File: src/rtl/cerr_pkg.sv
package cerr_pkg;

    localparam int NUM_EVT = 6;
    localparam int REG_W   = 32;
    localparam int LANES   = REG_W / 8;

    typedef enum logic [0:0] {
        BANK_W1C = 1'b0,
        BANK_RW  = 1'b1
    } bank_mode_e;

    // register bit position of each event source; the order is fixed
    function automatic int evt_pos(input int k);
        case (k)
            0:       return 0;
            1:       return 6;
            2:       return 7;
            3:       return 8;
            4:       return 12;
            5:       return 13;
            default: return 0;
        endcase
    endfunction

    function automatic logic [REG_W-1:0] field_mask();
        logic [REG_W-1:0] m;
        m = '0;
        for (int k = 0; k < NUM_EVT; k++) begin
            m[evt_pos(k)] = 1'b1;
        end
        return m;
    endfunction

    function automatic logic [REG_W-1:0] spread(input logic [NUM_EVT-1:0] v);
        logic [REG_W-1:0] w;
        w = '0;
        for (int k = 0; k < NUM_EVT; k++) begin
            w[evt_pos(k)] = v[k];
        end
        return w;
    endfunction

    typedef struct packed {
        logic [NUM_EVT-1:0] bits;
    } bank_state_t;

    typedef struct packed {
        logic [REG_W-1:0] rdata;
    } port_state_t;

    typedef struct packed {
        logic pulse;
    } rpt_state_t;

endpackage

File: src/rtl/cerr_sticky_bank.sv
module cerr_sticky_bank
    import cerr_pkg::*;
#(
    parameter int         N    = NUM_EVT,
    parameter bank_mode_e MODE = BANK_W1C
) (
    input  logic         clk,
    input  logic         por_n,
    input  logic [N-1:0] set_i,
    input  logic [N-1:0] clr_i,
    input  logic [N-1:0] wen_i,
    input  logic [N-1:0] wval_i,
    output logic [N-1:0] bits_o
);

    typedef struct packed {
        logic [N-1:0] bits;
    } st_t;

    st_t          st_d, st_q;
    logic [N-1:0] nxt;

    generate
        if (MODE == BANK_W1C) begin : g_w1c
            logic unused_rw;
            assign unused_rw = ^{wen_i, wval_i};
            for (genvar k = 0; k < N; k++) begin : g_bit
                // an arriving event outranks a same-cycle clear
                assign nxt[k] = set_i[k] | (st_q.bits[k] & ~clr_i[k]);
            end
        end else begin : g_rw
            logic unused_w1c;
            assign unused_w1c = ^{set_i, clr_i};
            for (genvar k = 0; k < N; k++) begin : g_bit
                assign nxt[k] = wen_i[k] ? wval_i[k] : st_q.bits[k];
            end
        end
    endgenerate

    always_comb begin
        st_d      = st_q;
        st_d.bits = nxt;
    end

    // only the power-on reset reaches these flops: sticky storage
    always_ff @(posedge clk or negedge por_n) begin
        if (!por_n) begin
            st_q <= '0;
        end else begin
            st_q <= st_d;
        end
    end

    assign bits_o = st_q.bits;

endmodule

File: src/rtl/cerr_cfg_port.sv
module cerr_cfg_port
    import cerr_pkg::*;
#(
    parameter int ADDR_W     = 12,
    parameter int STATUS_OFS = 'h110,
    parameter int MASK_OFS   = 'h114
) (
    input  logic               clk,
    input  logic               rst_n,
    input  logic [ADDR_W-1:0]  addr_i,
    input  logic               wr_i,
    input  logic               rd_i,
    input  logic [LANES-1:0]   be_i,
    input  logic [REG_W-1:0]   wdata_i,
    input  logic [NUM_EVT-1:0] status_i,
    input  logic [NUM_EVT-1:0] mask_i,
    output logic [NUM_EVT-1:0] stat_clr_o,
    output logic [NUM_EVT-1:0] mask_wen_o,
    output logic [NUM_EVT-1:0] mask_wval_o,
    output logic [REG_W-1:0]   rdata_o
);

    localparam logic [ADDR_W-1:0] ST_ADDR = ADDR_W'(STATUS_OFS);
    localparam logic [ADDR_W-1:0] MK_ADDR = ADDR_W'(MASK_OFS);
    localparam logic [REG_W-1:0]  FIELDS  = field_mask();

    logic hit_st, hit_mk;
    logic unused_wdata;

    port_state_t      st_d, st_q;
    logic [REG_W-1:0] word_st, word_mk;

    assign hit_st       = (addr_i == ST_ADDR);
    assign hit_mk       = (addr_i == MK_ADDR);
    assign unused_wdata = ^(wdata_i & ~FIELDS);

    generate
        for (genvar k = 0; k < NUM_EVT; k++) begin : g_field
            localparam int P    = evt_pos(k);
            localparam int LANE = P / 8;
            assign stat_clr_o[k]  = wr_i & hit_st & be_i[LANE] & wdata_i[P];
            assign mask_wen_o[k]  = wr_i & hit_mk & be_i[LANE];
            assign mask_wval_o[k] = wdata_i[P];
        end
    endgenerate

    assign word_st = spread(status_i);
    assign word_mk = spread(mask_i);

    always_comb begin
        st_d       = st_q;
        st_d.rdata = '0;
        if (rd_i) begin
            if (hit_st) begin
                st_d.rdata = word_st;
            end else if (hit_mk) begin
                st_d.rdata = word_mk;
            end
        end
    end

    always_ff @(posedge clk or negedge rst_n) begin
        if (!rst_n) begin
            st_q <= '0;
        end else begin
            st_q <= st_d;
        end
    end

    assign rdata_o = st_q.rdata;

endmodule

File: src/rtl/cerr_report.sv
module cerr_report
    import cerr_pkg::*;
#(
    parameter int N = NUM_EVT
) (
    input  logic         clk,
    input  logic         rst_n,
    input  logic [N-1:0] evt_i,
    input  logic [N-1:0] mask_i,
    output logic         report_o
);

    rpt_state_t   st_d, st_q;
    logic [N-1:0] live;

    generate
        for (genvar k = 0; k < N; k++) begin : g_live
            assign live[k] = evt_i[k] & ~mask_i[k];
        end
    endgenerate

    always_comb begin
        st_d       = st_q;
        st_d.pulse = |live;
    end

    always_ff @(posedge clk or negedge rst_n) begin
        if (!rst_n) begin
            st_q <= '0;
        end else begin
            st_q <= st_d;
        end
    end

    assign report_o = st_q.pulse;

endmodule

File: src/rtl/cerr_status_mask.sv
module cerr_status_mask
    import cerr_pkg::*;
#(
    parameter int ADDR_W     = 12,
    parameter int STATUS_OFS = 'h110,
    parameter int MASK_OFS   = 'h114
) (
    input  logic               clk,
    input  logic               por_n,
    input  logic               link_rst_n,
    input  logic [NUM_EVT-1:0] evt_i,
    input  logic [ADDR_W-1:0]  cfg_addr,
    input  logic               cfg_wr,
    input  logic               cfg_rd,
    input  logic [LANES-1:0]   cfg_be,
    input  logic [REG_W-1:0]   cfg_wdata,
    output logic [REG_W-1:0]   cfg_rdata,
    output logic               err_report
);

    logic               port_rst_n;
    logic [NUM_EVT-1:0] status_q;
    logic [NUM_EVT-1:0] mask_q;
    logic [NUM_EVT-1:0] stat_clr;
    logic [NUM_EVT-1:0] mask_wen;
    logic [NUM_EVT-1:0] mask_wval;

    // outputs fall back to zero on either reset, storage only on power-on
    assign port_rst_n = por_n & link_rst_n;

    cerr_sticky_bank #(
        .N    (NUM_EVT),
        .MODE (BANK_W1C)
    ) u_status (
        .clk    (clk),
        .por_n  (por_n),
        .set_i  (evt_i),
        .clr_i  (stat_clr),
        .wen_i  ('0),
        .wval_i ('0),
        .bits_o (status_q)
    );

    cerr_sticky_bank #(
        .N    (NUM_EVT),
        .MODE (BANK_RW)
    ) u_mask (
        .clk    (clk),
        .por_n  (por_n),
        .set_i  ('0),
        .clr_i  ('0),
        .wen_i  (mask_wen),
        .wval_i (mask_wval),
        .bits_o (mask_q)
    );

    cerr_cfg_port #(
        .ADDR_W     (ADDR_W),
        .STATUS_OFS (STATUS_OFS),
        .MASK_OFS   (MASK_OFS)
    ) u_port (
        .clk         (clk),
        .rst_n       (port_rst_n),
        .addr_i      (cfg_addr),
        .wr_i        (cfg_wr),
        .rd_i        (cfg_rd),
        .be_i        (cfg_be),
        .wdata_i     (cfg_wdata),
        .status_i    (status_q),
        .mask_i      (mask_q),
        .stat_clr_o  (stat_clr),
        .mask_wen_o  (mask_wen),
        .mask_wval_o (mask_wval),
        .rdata_o     (cfg_rdata)
    );

    cerr_report #(
        .N (NUM_EVT)
    ) u_report (
        .clk      (clk),
        .rst_n    (port_rst_n),
        .evt_i    (evt_i),
        .mask_i   (mask_q),
        .report_o (err_report)
    );

endmodule

File: config.mk
export PLATFORM = sky130hd
export DESIGN_NAME = cerr_status_mask
export DESIGN_NICKNAME = d
export VERILOG_FILES = /design/src/rtl/cerr_pkg.sv /design/src/rtl/cerr_sticky_bank.sv /design/src/rtl/cerr_cfg_port.sv /design/src/rtl/cerr_report.sv /design/src/rtl/cerr_status_mask.sv
export SDC_FILE = /design/constraint.sdc
export NUM_CORES = 1
export LEC_CHECK = 0
export ABC_AREA = 1
export BUFFER_PORTS_ARGS = -buffer_cell sky130_fd_sc_hd__buf_2
export CAP_MARGIN = 20
export CORE_UTILIZATION = 44
export DETAILED_ROUTE_END_ITERATION = 8
export MAX_ROUTING_LAYER = met4
export PLACE_DENSITY = 0.86
export SYNTH_ARGS = -nofsm -noshare
export SYNTH_HDL_FRONTEND = slang
export SYNTH_HIERARCHICAL = 1
export SYNTH_SLANG_ARGS = --single-unit
export TNS_END_PERCENT = 50
File: constraint.sdc
create_clock -name clk -period 1.1 [get_ports clk]
set_input_delay 0.165 -clock clk [delete_from_list [all_inputs] [get_ports clk]]
set_output_delay 0.165 -clock clk [all_outputs]
set_load 0.05 [all_outputs]
-- Word level (Yosys, flattened, before mapping)
Cells that the tools add are included.
- register bits: 45
- input port bits: 59
- output and inout port bits: 33
- word-level logic and storage cells: 54
- equal/unequal tests: 2
- mux-type cells: 3
- bitwise logic cells: 43
- reductions and logical operators: 1
- operators with widths (kind ; count):
    $mux 14 ; 3
    $and 1x1->1 ; 25
    $eq 12x9->1 const B ; 2
    $not 1->1 ; 12
    $or 1x1->1 ; 6
    $reduce_or 6->1 ; 1

-- Logic depth before layout (Yosys ltp)
Gate-level depths: netlist of run 1.
- depth after elaboration: 7
- mapped depth: 11

-- Cells and area by module
The synthesis of run 1 kept the hierarchy.
- by module, submodules not included (module ; instances ; cells an instance ; area an instance (µm²) ; sequential area each (µm²)):
    cerr_cfg_port ; 1 ; 97 ; 694.4 ; 150.1
    cerr_sticky_bank ; 2 ; 30 ; 240.2 ; 150.1
    cerr_report ; 1 ; 18 ; 90.1 ; 25.0
    cerr_status_mask ; 1 ; 3 ; 11.3 ; 0.0

-- Least setup slack after synthesis of run 1
OpenSTA, ideal clock, no wires.
- path type: input port to flip-flop
- from: input cfg_addr[8]
- to: register u_mask.st_q (netlist bit u_mask/bits_o[4])
- setup time: 0.116 ns
- data arrival time: 1.127 ns
- data required time: 0.984 ns
- setup slack: -0.144 ns
- stages: 11
- path buffers: 2
- cells stage by stage: inv_1 > nor2_1 > nand2_1 > nor2_4 > buf_6 > nand3_1 > nor2_1 > buf_4 > inv_1 > nand2_1 > nand2_1
- cells in the longest elaborated chain, start to end: 3
- ends and longest elaborated chain (element ; line ; RTL):
    from (decl) ; cerr_status_mask.sv:12 ; input logic [ADDR_W-1:0] cfg_addr,
    $eq 12x9->1 ; cerr_cfg_port.sv:34 ; assign hit_mk = (addr_i == MK_ADDR);
    $and 1x1->1 (2 in series) ; -- ;
    via mask_wen[3] ; cerr_status_mask.sv:25 ; logic [NUM_EVT-1:0] mask_wen;
    to (signal assigned) ; cerr_sticky_bank.sv:50 ; st_q <= st_d;
    to (decl) ; cerr_sticky_bank.sv:20 ; st_t st_d, st_q;
The timed path passes the listed nets, and every way through them passes these cells.
A chain may end at the register's enable or synchronous reset.

-- Final worst setup path of run 1
- from: register u_port.st_q (netlist bit u_port/rdata_o[7])
- to: output cfg_rdata[7]
- RTL lines (element ; line ; RTL):
    from (decl) ; cerr_cfg_port.sv:30 ; port_state_t st_d, st_q;
    from (signal assigned) ; cerr_cfg_port.sv:66 ; st_q <= st_d;
    to (decl) ; cerr_status_mask.sv:17 ; output logic [REG_W-1:0] cfg_rdata,
No word-level cell between the ends.

==> flow_metrics.env, run 1 <==
export IMPL_maxCapViolations=0
export IMPL_p_per_area_mw_per_mm2=963.4
export IMPL_crit_arrival_ns=0.88
export IMPL_netlist_area_mm2=0.001272
export IMPL_endpoint_kind="output port"
export IMPL_antenna_found_initial=0
export IMPL_globalRouteTotalUtil_pct=16.20
export IMPL_path_max_fanout=1
export IMPL_max_freq_mhz=957.5
export IMPL_initial_core_util_pct=46.14
export IMPL_fin_util_pct=52.09
export IMPL_netlist_instances=177
export IMPL_post_route_min_period_ns=1.044
export IMPL_drc_errors=0
export IMPL_crit_type="register to output port"
export IMPL_clkPwrFrac_pct=25.0
export IMPL_die_w_um=55.78
export IMPL_hold_slack_ns=0.06924
export IMPL_drt_initial_drc_count=14
export IMPL_peakVddDrop_mv=0.7474
export IMPL_yosysWarnings=6
export IMPL_status="completed"
export IMPL_startpoint_type="register"
export IMPL_layout_nets=273
export IMPL_grt_max_degree=13
export IMPL_grt_setup_unrepaired="false"
export IMPL_routed_wirelength_um=2144
export IMPL_detail_route_wl_per_cell_um=8.787
export IMPL_critPathMaxStageDelay_ns=0.34
export IMPL_clkTransAtPathRegs_ns=0.11
export IMPL_worstPathRequired_ns=0.94
export IMPL_intPower_mw=0.9010
export IMPL_fin_setup_tns_ns=0
export IMPL_p_sw_mw=0.4828
export IMPL_switching_share_pct=34.89
export IMPL_hp_class="primary input to register"
export IMPL_dp_hpwl_um=1802
export IMPL_dpl_cell_area_mm2=0.001376
export IMPL_finalClockSkew_ns=0.001564
export IMPL_port_buffers=37
export IMPL_p_comb_share_pct=24.4
export IMPL_final_setup_worst_slack_ns=0.05565
export IMPL_finalPower_mw=1.384
export IMPL_tritoncts="done"
export IMPL_routed_via_density=4.234
export IMPL_drive_gt1_share_pct=25.82
export IMPL_syn_avg_cell_area_um2=7.189
export IMPL_cp_cell_sequence="buf_2"
export IMPL_ctsHtreeMaxLevel=1
export IMPL_power_frac_seq_pct=50.5
export IMPL_numCtsBuffers=3
export IMPL_place_ws_ns=-0.1305
export IMPL_clock_latency_ns=0.29
export IMPL_finalSetupViolations=0
export IMPL_n_antenna_cell=0
export IMPL_die_y_um=55.78
export IMPL_dieArea_mm2=0.003111
export IMPL_num_fill_cells=284
export IMPL_clockRootBuffer="clkbuf_4"
export IMPL_fin_crit_sh_pct=94.94
export IMPL_hold_viol_final=0
export IMPL_ant_nets=0
export IMPL_first_pass_iters=4
export IMPL_fin_cells=244
export IMPL_gp_congestion=0.7722
export IMPL_gr_total_overflow=0
export IMPL_area_growth_syn_to_layout_pct=12.88
export IMPL_grt_pass1_wl_um=3877
export IMPL_io_pins=92
export IMPL_vias=1033
export IMPL_cts_sinks=19
export IMPL_final_cell_area_mm2=0.001436
export IMPL_p_leak_nw=0.8284
export IMPL_critPathBufInv=1
export IMPL_finalMaxSlewViolations=0
export IMPL_cpLargestDelayFamily="flip-flops"
export IMPL_cp_slowest_cell="dfrtp_1"
export IMPL_grt_pass1_vias=943
export IMPL_design_core_area_mm2=0.002758
export IMPL_fp_row_count=19
export IMPL_ctsLongestPathBuffers=2
export IMPL_place_inst=237
worst reg2reg max path, stage by stage, from the launching register on:
cell     delay, ns
dfrtp_1       0.41
inv_1         0.05
nand2_1       0.05
nand2_1       0.06
nor2_1        0.12
nand2_1       0.06
worst paths after layout:
kind / from / endpoint / slack, ns / depth (start not counted)
worst min register to register: u_status/bits_o[3]$_DFF_PN0_ / u_status/bits_o[3]$_DFF_PN0_ / 0.49 / 2
worst max register to register: u_mask/bits_o[1]$_DFFE_PN0P_ / u_report/report_o$_DFF_PN0_ / 0.25 / 5
max in group asynchronous: link_rst_n / u_report/report_o$_DFF_PN0_ / 0.10 / 5
worst max-delay path: u_port/rdata_o[7]$_DFF_PN0_ / cfg_rdata[7] / 0.06 / 1
worst min-delay path: evt_i[1] / u_status/bits_o[1]$_DFF_PN0_ / 0.07 / 3
min in group asynchronous: por_n / u_status/bits_o[5]$_DFF_PN0_ / 0.34 / 3
power by group through the flow:
stage	combinational, mW	clock (mW)	sequential, mW
final	0.338	0.347	0.699
after global routing	0.363	0.412	0.700
after global placement	0.326	0	0.713
after CTS	0.339	0.355	0.700
after floorplan	0.330	0	0.715
after detailed placement	0.330	0	0.713
area by class of cell:
class | instances | area [um2] | area share [%]
clock buffer | 3 | 22.52 | 1.568
clock inverter | 1 | 5.005 | 0.3484
inverter | 39 | 153.9 | 10.71
multi-input combinational | 107 | 493.0 | 34.32
sequential | 19 | 475.5 | 33.10
tap | 31 | 38.79 | 2.700
timing repair buffer | 44 | 247.7 | 17.25
state kept, by name, summed over array words and instances (netlist names):
signal             count
u_report/report_o      1
u_port/rdata_o         6
u_status/bits_o        6
u_mask/bits_o          6
routing by layer:
metal  vias up  part of all wire (%)  track usage [%]
li1        524                     -                -
met1       465                    41            18.15
met2        40                    52            29.09
met3         4                   5.6            2.093
met4         0                   1.5            6.429
met5         -                     0                -
layout by cell type (no fill, tap or decap):
cell type       n
a21oi_1         6
buf_2          36
buf_4           4
clkbuf_4        4
clkinv_2        1
conb_1         26
dfrtp_1        19
dlygate4sd3_1   3
inv_1          36
inv_2           2
inv_8           1
nand2_1        42
nand3_1        12
nand3_4         1
nand4_1         2
nor2_1         11
nor2_2          1
nor2_4          4
nor2_8          1
o21ai_1         1
repair_timing:
action | CTS | global route
hold buffers | 3 | 0
buffers inserted | 0 | 0
setup endpoints to repair | 0 | 8
endpoints found under the hold margin | 19 | 0
resized for setup | 0 | 2
Note: power is estimated with default switching activity, not from simulation.
==> run 2: changes to the inputs <==
--- a/config.mk
+++ b/config.mk
@@ -5,13 +5,12 @@
 export SDC_FILE = /design/constraint.sdc
 export NUM_CORES = 1
 export LEC_CHECK = 0
-export ABC_AREA = 1
 export BUFFER_PORTS_ARGS = -buffer_cell sky130_fd_sc_hd__buf_2
 export CAP_MARGIN = 20
-export CORE_UTILIZATION = 44
+export CORE_UTILIZATION = 43
 export DETAILED_ROUTE_END_ITERATION = 8
 export MAX_ROUTING_LAYER = met4
-export PLACE_DENSITY = 0.86
+export PLACE_DENSITY = 0.85
 export SYNTH_ARGS = -nofsm -noshare
 export SYNTH_HDL_FRONTEND = slang
 export SYNTH_HIERARCHICAL = 1
==> flow_metrics.env, run 2 <==
export IMPL_critPathBufInv=1
export IMPL_grt_setup_unrepaired="true"
export IMPL_cts_sinks=19
export IMPL_dp_hpwl_um=1742
export IMPL_layout_nets=220
export IMPL_p_per_area_mw_per_mm2=988.7
export IMPL_maxCapViolations=0
export IMPL_cp_startpoint="cfg_addr[6]"
export IMPL_numCtsBuffers=3
export IMPL_cp_slowest_cell="or4b_4"
export IMPL_first_pass_iters=7
export IMPL_gp_congestion=0.8681
export IMPL_intPower_mw=0.9315
export IMPL_path_max_fanout=5
export IMPL_finalMaxSlewViolations=0
export IMPL_peakVddDrop_mv=0.5654
export IMPL_fin_setup_tns_ns=-1.687
export IMPL_cp_num_cells=4
export IMPL_num_fill_cells=231
export IMPL_cpLargestDelayFamily="simple AND/OR/NAND/NOR gates"
export IMPL_power_frac_seq_pct=49.5
export IMPL_antenna_found_initial=0
export IMPL_timing_rr_end="u_report/report_o$_DFF_PN0_"
export IMPL_ctsHtreeMaxLevel=1
export IMPL_grt_pass1_vias=837
export IMPL_die_y_um=55.43
export IMPL_drt_initial_drc_count=25
export IMPL_area_growth_syn_to_layout_pct=16.41
export IMPL_clkTransAtPathRegs_ns=0.10
export IMPL_io_pins=92
export IMPL_n_antenna_cell=0
export IMPL_ctsLongestPathBuffers=2
export IMPL_regToRegStartpoint="u_mask/bits_o[0]$_DFFE_PN0P_"
export IMPL_cts_setup_buffers=0
export IMPL_post_route_min_period_ns=1.311
export IMPL_detail_route_wl_per_cell_um=12.19
export IMPL_p_leak_nw=0.7493
export IMPL_startpoint_type="primary input"
export IMPL_endpoint="u_mask/bits_o[4]$_DFFE_PN0P_"
export IMPL_ant_nets=0
export IMPL_endpoint_kind="register"
export IMPL_failed_checks="negative setup slack"
export IMPL_cp_cell_sequence="buf_6, or4b_4, nor3_4, mux2_4"
export IMPL_crit_type="primary input to register"
export IMPL_critPathMaxStageDelay_ns=0.59
export IMPL_mostFrequentLayoutCell="buf_2"
export IMPL_fp_row_count=19
export IMPL_netlist_instances=122
export IMPL_routed_via_density=4.796
export IMPL_drive_gt1_share_pct=39.38
export IMPL_yosysWarnings=6
export IMPL_finalSetupViolations=12
export IMPL_clock_latency_ns=0.29
export IMPL_hold_viol_final=0
export IMPL_dieArea_mm2=0.003072
export IMPL_final_setup_worst_slack_ns=-0.2108
export IMPL_globalRouteTotalUtil_pct=15.22
export IMPL_rrSetupSlack_ns=0.14
export IMPL_clockRootBuffer="clkbuf_4"
export IMPL_grt_max_degree=13
export IMPL_die_w_um=55.43
export IMPL_syn_avg_cell_area_um2=10.06
export IMPL_p_sw_mw=0.4812
export IMPL_crit_arrival_ns=1.49
export IMPL_worstPathRequired_ns=1.28
export IMPL_clkPwrFrac_pct=24.1
export IMPL_max_freq_mhz=762.9
export IMPL_switching_share_pct=34.06
export IMPL_gr_total_overflow=0
export IMPL_vias=916
export IMPL_status="finished, violations left"
export IMPL_netlist_area_mm2=0.001227
export IMPL_p_comb_share_pct=26.4
export IMPL_fin_crit_sh_pct=119.2
export IMPL_tritoncts="done"
export IMPL_grt_pass1_wl_um=3657
export IMPL_hp_class="primary input to register"
export IMPL_routed_wirelength_um=2328
export IMPL_finalClockSkew_ns=0.003271
export IMPL_initial_core_util_pct=44.90
export IMPL_layout_common_cells="buf_2, conb_1, dfrtp_1"
export IMPL_r2r_cells=2
export IMPL_drc_errors=0
export IMPL_design_core_area_mm2=0.002734
export IMPL_port_buffers=37
export IMPL_fin_util_pct=52.27
-- run 2: cell types whose count changed in the layout (fill, tap and decap cells not counted), sizes merged, moves of 11 or more --
| cell | before | now |
|---|---|---|
| nand2 | 42 | 7 |
| inv | 39 | 13 |
| nand3 | 13 | 2 |
| nor2 | 17 | 6 |
-- run 2: cell type report --
type	count	area [um2]	area share, %
repair buffers	46	276.5	19.35
flip-flops and latches	19	475.5	33.27
clock buffers	4	26.28	1.839
well taps	31	38.79	2.715
multi-input cells	78	563.0	39.40
inverters	13	48.80	3.415
-- run 2: per-stage QoR --
| stage | instance area [um2] | worst slack, ns | hold WS (ns) | power [mW] | cells |
|---|---|---|---|---|---|
| 2_1_floorplan | 1346 | -0.4191 | -0.1306 | 1.053 | 147 |
| 3_3_place_gp | 1338 | -0.4807 | 0.1061 | 1.059 | 184 |
| 3_5_place_dp | 1338 | -0.5034 | 0.1079 | 1.063 | 184 |
| 4_1_cts | 1390 | -0.1754 | 0.05604 | 1.405 | 190 |
| 5_1_grt | 1429 | -0.2138 | 0.05357 | 1.478 | 191 |
| 6_report | 1429 | -0.2108 | 0.06342 | 1.413 | 191 |
-- run 2: how the worst min path moves through the flow --
stage	endpoint	cells past startpoint	slack, ns	startpoint
floorplan	u_mask/bits_o[0]$_DFFE_PN0P_	0	-0.13	por_n
global placement	u_status/bits_o[5]$_DFF_PN0_	2	0.11	por_n
detailed placement	u_mask/bits_o[1]$_DFFE_PN0P_	2	0.11	por_n
CTS	u_status/bits_o[4]$_DFF_PN0_	2	0.06	evt_i[4]
global route	u_status/bits_o[2]$_DFF_PN0_	2	0.05	evt_i[2]
finish	u_status/bits_o[2]$_DFF_PN0_	2	0.06	evt_i[2]
-- run 2: what timing repair did --
action,4_1_cts,5_1_grt
cloned,0,1
pin swaps,0,2
hold endpoints to repair,19,0
hold buffers,2,0
gates resized for setup,1,5
setup endpoints to repair,12,16
-- run 2: power groups by stage --
stage | clock (mW) | combinational [mW] | sequential (mW)
global placement | 0 | 0.346 | 0.713
global route | 0.384 | 0.395 | 0.700
CTS | 0.349 | 0.357 | 0.699
finish | 0.341 | 0.373 | 0.699
floorplan | 0 | 0.339 | 0.715
detailed placement | 0 | 0.349 | 0.713
-- run 2: per-layer routing --
metal	share of wire [%]	GRT usage [%]	vias up
met3	8.9	3.747	6
met2	51	26.33	64
met5	0	-	-
met4	1.8	5.000	0
li1	-	-	418
met1	39	17.17	428
==> run 3: changes to the inputs <==
--- a/config.mk
+++ b/config.mk
@@ -7,12 +7,11 @@
 export LEC_CHECK = 0
 export BUFFER_PORTS_ARGS = -buffer_cell sky130_fd_sc_hd__buf_2
 export CAP_MARGIN = 20
-export CORE_UTILIZATION = 43
+export CORE_UTILIZATION = 40
 export DETAILED_ROUTE_END_ITERATION = 8
 export MAX_ROUTING_LAYER = met4
-export PLACE_DENSITY = 0.85
+export PLACE_DENSITY = 0.84
 export SYNTH_ARGS = -nofsm -noshare
 export SYNTH_HDL_FRONTEND = slang
-export SYNTH_HIERARCHICAL = 1
 export SYNTH_SLANG_ARGS = --single-unit
 export TNS_END_PERCENT = 50
==> flow_metrics.env, run 3 <==
export IMPL_synth_compound_area_share_pct=5.288
export IMPL_maxCapViolations=0
export IMPL_tritoncts="done"
export IMPL_fp_row_count=18
export IMPL_synthTopCellsByArea="dfrtp_1, buf_4, mux2_2"
export IMPL_synth_top_family_by_area="buffers and inverters"
export IMPL_gr_total_overflow=0
export IMPL_finalMaxSlewViolations=0
export IMPL_num_fill_cells=229
export IMPL_p_sw_mw=0.4786
export IMPL_dieArea_mm2=0.002872
export IMPL_gp_congestion=0.8160
export IMPL_port_buffers=37
export IMPL_design_core_area_mm2=0.002500
export IMPL_hold_viol_final=0
export IMPL_synth_top_area_share_pct=44.65
export IMPL_max_freq_mhz=727.3
export IMPL_n_antenna_cell=0
export IMPL_clkPwrFrac_pct=25.1
export IMPL_die_y_um=53.60
export IMPL_synth_cell_types=21
export IMPL_finalClockSkew_ns=0.002521
export IMPL_intPower_mw=0.9195
export IMPL_peakVddDrop_mv=0.7787
export IMPL_clkTransAtPathRegs_ns=0.10
export IMPL_regToRegStartpoint="u_mask.bits_o[1]$_DFFE_PN0P_"
export IMPL_synthAdderAreaFrac_pct=0
export IMPL_routed_via_density=4.584
export IMPL_netlist_instances=102
export IMPL_synthXorXnorAreaFrac_pct=0
export IMPL_synthMuxAreaShare_pct=11.99
export IMPL_rrSetupSlack_ns=0.14
export IMPL_worstPathRequired_ns=1.29
export IMPL_area_growth_syn_to_layout_pct=27.14
export IMPL_endpoint_kind="register"
export IMPL_hold_depth=2
export IMPL_yosysSeqAreaShare_pct=44.65
export IMPL_globalRouteTotalUtil_pct=16.11
export IMPL_finalSetupViolations=18
export IMPL_synthTopCellsByCount="buf_4, dfrtp_1, nor2_1"
export IMPL_crit_arrival_ns=1.57
export IMPL_drt_initial_drc_count=5
export IMPL_min_to="u_status.bits_o[5]$_DFF_PN0_"
export IMPL_numCtsBuffers=3
export IMPL_startpoint_type="primary input"
export IMPL_post_route_min_period_ns=1.375
export IMPL_grt_pass1_vias=777
export IMPL_syn_avg_cell_area_um2=10.44
export IMPL_routed_wirelength_um=2110
export IMPL_drive_gt1_share_pct=42.57
export IMPL_failed_checks="negative setup slack"
export IMPL_mostFrequentLayoutCell="buf_2"
export IMPL_ant_nets=0
export IMPL_dp_hpwl_um=1713
export IMPL_synth_simple_area_share_pct=16.10
export IMPL_final_setup_worst_slack_ns=-0.2750
export IMPL_first_pass_iters=3
export IMPL_ctsLongestPathBuffers=2
export IMPL_path_max_fanout=3
export IMPL_synth_seq_cells=19
export IMPL_synth_edf_count=0
export IMPL_layout_nets=208
export IMPL_final_cell_area_mm2=0.001354
export IMPL_clock_latency_ns=0.30
export IMPL_grt_pass1_wl_um=3153
export IMPL_crit_type="primary input to register"
export IMPL_yosysWarnings=0
export IMPL_ctsHtreeMaxLevel=1
export IMPL_detail_route_wl_per_cell_um=11.85
export IMPL_timing_rr_end="u_report.report_o$_DFF_PN0_"
export IMPL_antenna_found_initial=0
export IMPL_grt_setup_unrepaired="true"
export IMPL_io_pins=92
export IMPL_p_leak_nw=0.7168
export IMPL_status="finished, violations left"
export IMPL_r2r_cells=2
export IMPL_min_delay_start="cfg_wdata[13]"
export IMPL_synthFlopType="dfrtp_1"
export IMPL_synth_top_cell_by_area="dfrtp_1"
export IMPL_async_flop_share_pct=100.0
export IMPL_grt_max_degree=13
export IMPL_switching_share_pct=34.23
export IMPL_hp_class="primary input to register"
export IMPL_clockRootBuffer="clkbuf_4"
export IMPL_fin_util_pct=54.15
export IMPL_vias=816
export IMPL_layout_common_cells="buf_2, conb_1, dfrtp_1"
export IMPL_p_comb_share_pct=24.9
export IMPL_cts_sinks=19
export IMPL_synth_most_common_cell="buf_4"
export IMPL_dpl_cell_area_mm2=0.001216
export IMPL_initial_core_util_pct=42.59
export IMPL_fin_crit_sh_pct=125.0
export IMPL_p_per_area_mw_per_mm2=1033
export IMPL_drc_errors=0
export IMPL_netlist_area_mm2=0.001065
export IMPL_die_w_um=53.60
export IMPL_cp_startpoint="cfg_addr[9]"
export IMPL_power_frac_seq_pct=50.0
==> run 3: layer usage <==
| metal | global-route usage, % | part of all wire [%] | up-vias |
|---|---|---|---|
| li1 | - | - | 386 |
| met1 | 16.64 | 38 | 380 |
| met2 | 29.79 | 53 | 48 |
| met3 | 1.977 | 8.0 | 2 |
| met4 | 7.895 | 0.66 | 0 |
| met5 | - | 0 | - |
==> run 3: worst max-delay path, stage by stage <==
cell	delay, ns
buf_6	0.09
or4b_4	0.56
nor4_4	0.41
mux2_4	0.34
==> run 3: cell type report <==
| class | count | area, um2 | area share (%) |
|---|---|---|---|
| timing repair buffer | 45 | 277.8 | 20.52 |
| multi-input combinational | 73 | 510.5 | 37.71 |
| tap | 30 | 37.54 | 2.773 |
| sequential | 19 | 475.5 | 35.12 |
| inverter | 7 | 26.28 | 1.941 |
| clock buffer | 4 | 26.28 | 1.941 |
==> run 3: repair_timing <==
action	in CTS	in global routing
gates cloned	0	0
hold endpoints to repair	19	0
pin swaps	7	7
setup endpoints to repair	18	21
resized for setup	8	11
hold buffers	2	0
setup buffers	1	1
==> run 3: power by group through the flow <==
stage | sequential [mW] | combinational [mW] | clock [mW]
after floorplan | 0.715 | 0.314 | 0
after global placement | 0.713 | 0.322 | 0
after detailed placement | 0.713 | 0.326 | 0
after CTS | 0.699 | 0.340 | 0.363
after global routing | 0.700 | 0.369 | 0.381
final | 0.699 | 0.348 | 0.350
==> run 3: worst max-delay path by stage <==
stage                              endpoint  slack [ns]  cells after the start
3_3_place_gp   u_port.rdata_o[13]$_DFF_PN0_       -0.63                      4
2_1_floorplan   u_port.rdata_o[0]$_DFF_PN0_       -0.45                      4
6_report       u_mask.bits_o[1]$_DFFE_PN0P_       -0.27                      4
4_1_cts        u_port.rdata_o[13]$_DFF_PN0_       -0.27                      4
3_5_place_dp   u_port.rdata_o[13]$_DFF_PN0_       -0.68                      4
5_1_grt        u_mask.bits_o[5]$_DFFE_PN0P_       -0.32                      4
==> run 3: cells by family (layout without fill, tap and decap cells) <==
family,Yosys count,after routing
AOI/OAI and AO/OA,9,9
buffers and inverters,35,56
and+or+nand+nor,26,26
DFF,19,19
other,1,26
muxes,12,12
==> run 3: metrics by stage <==
step	instances	setup TNS [ns]	hold slack (ns)	worst slack, ns	total power, mW
6_report	178	-3.940	0.06041	-0.2750	1.398
5_1_grt	178	-4.480	0.05305	-0.3181	1.450
4_1_cts	177	-4.281	0.05055	-0.2730	1.402
3_5_place_dp	170	-10.26	0.1150	-0.6796	1.039
3_3_place_gp	170	-9.762	0.1007	-0.6306	1.035
2_1_floorplan	127	-7.200	-0.1306	-0.4487	1.029
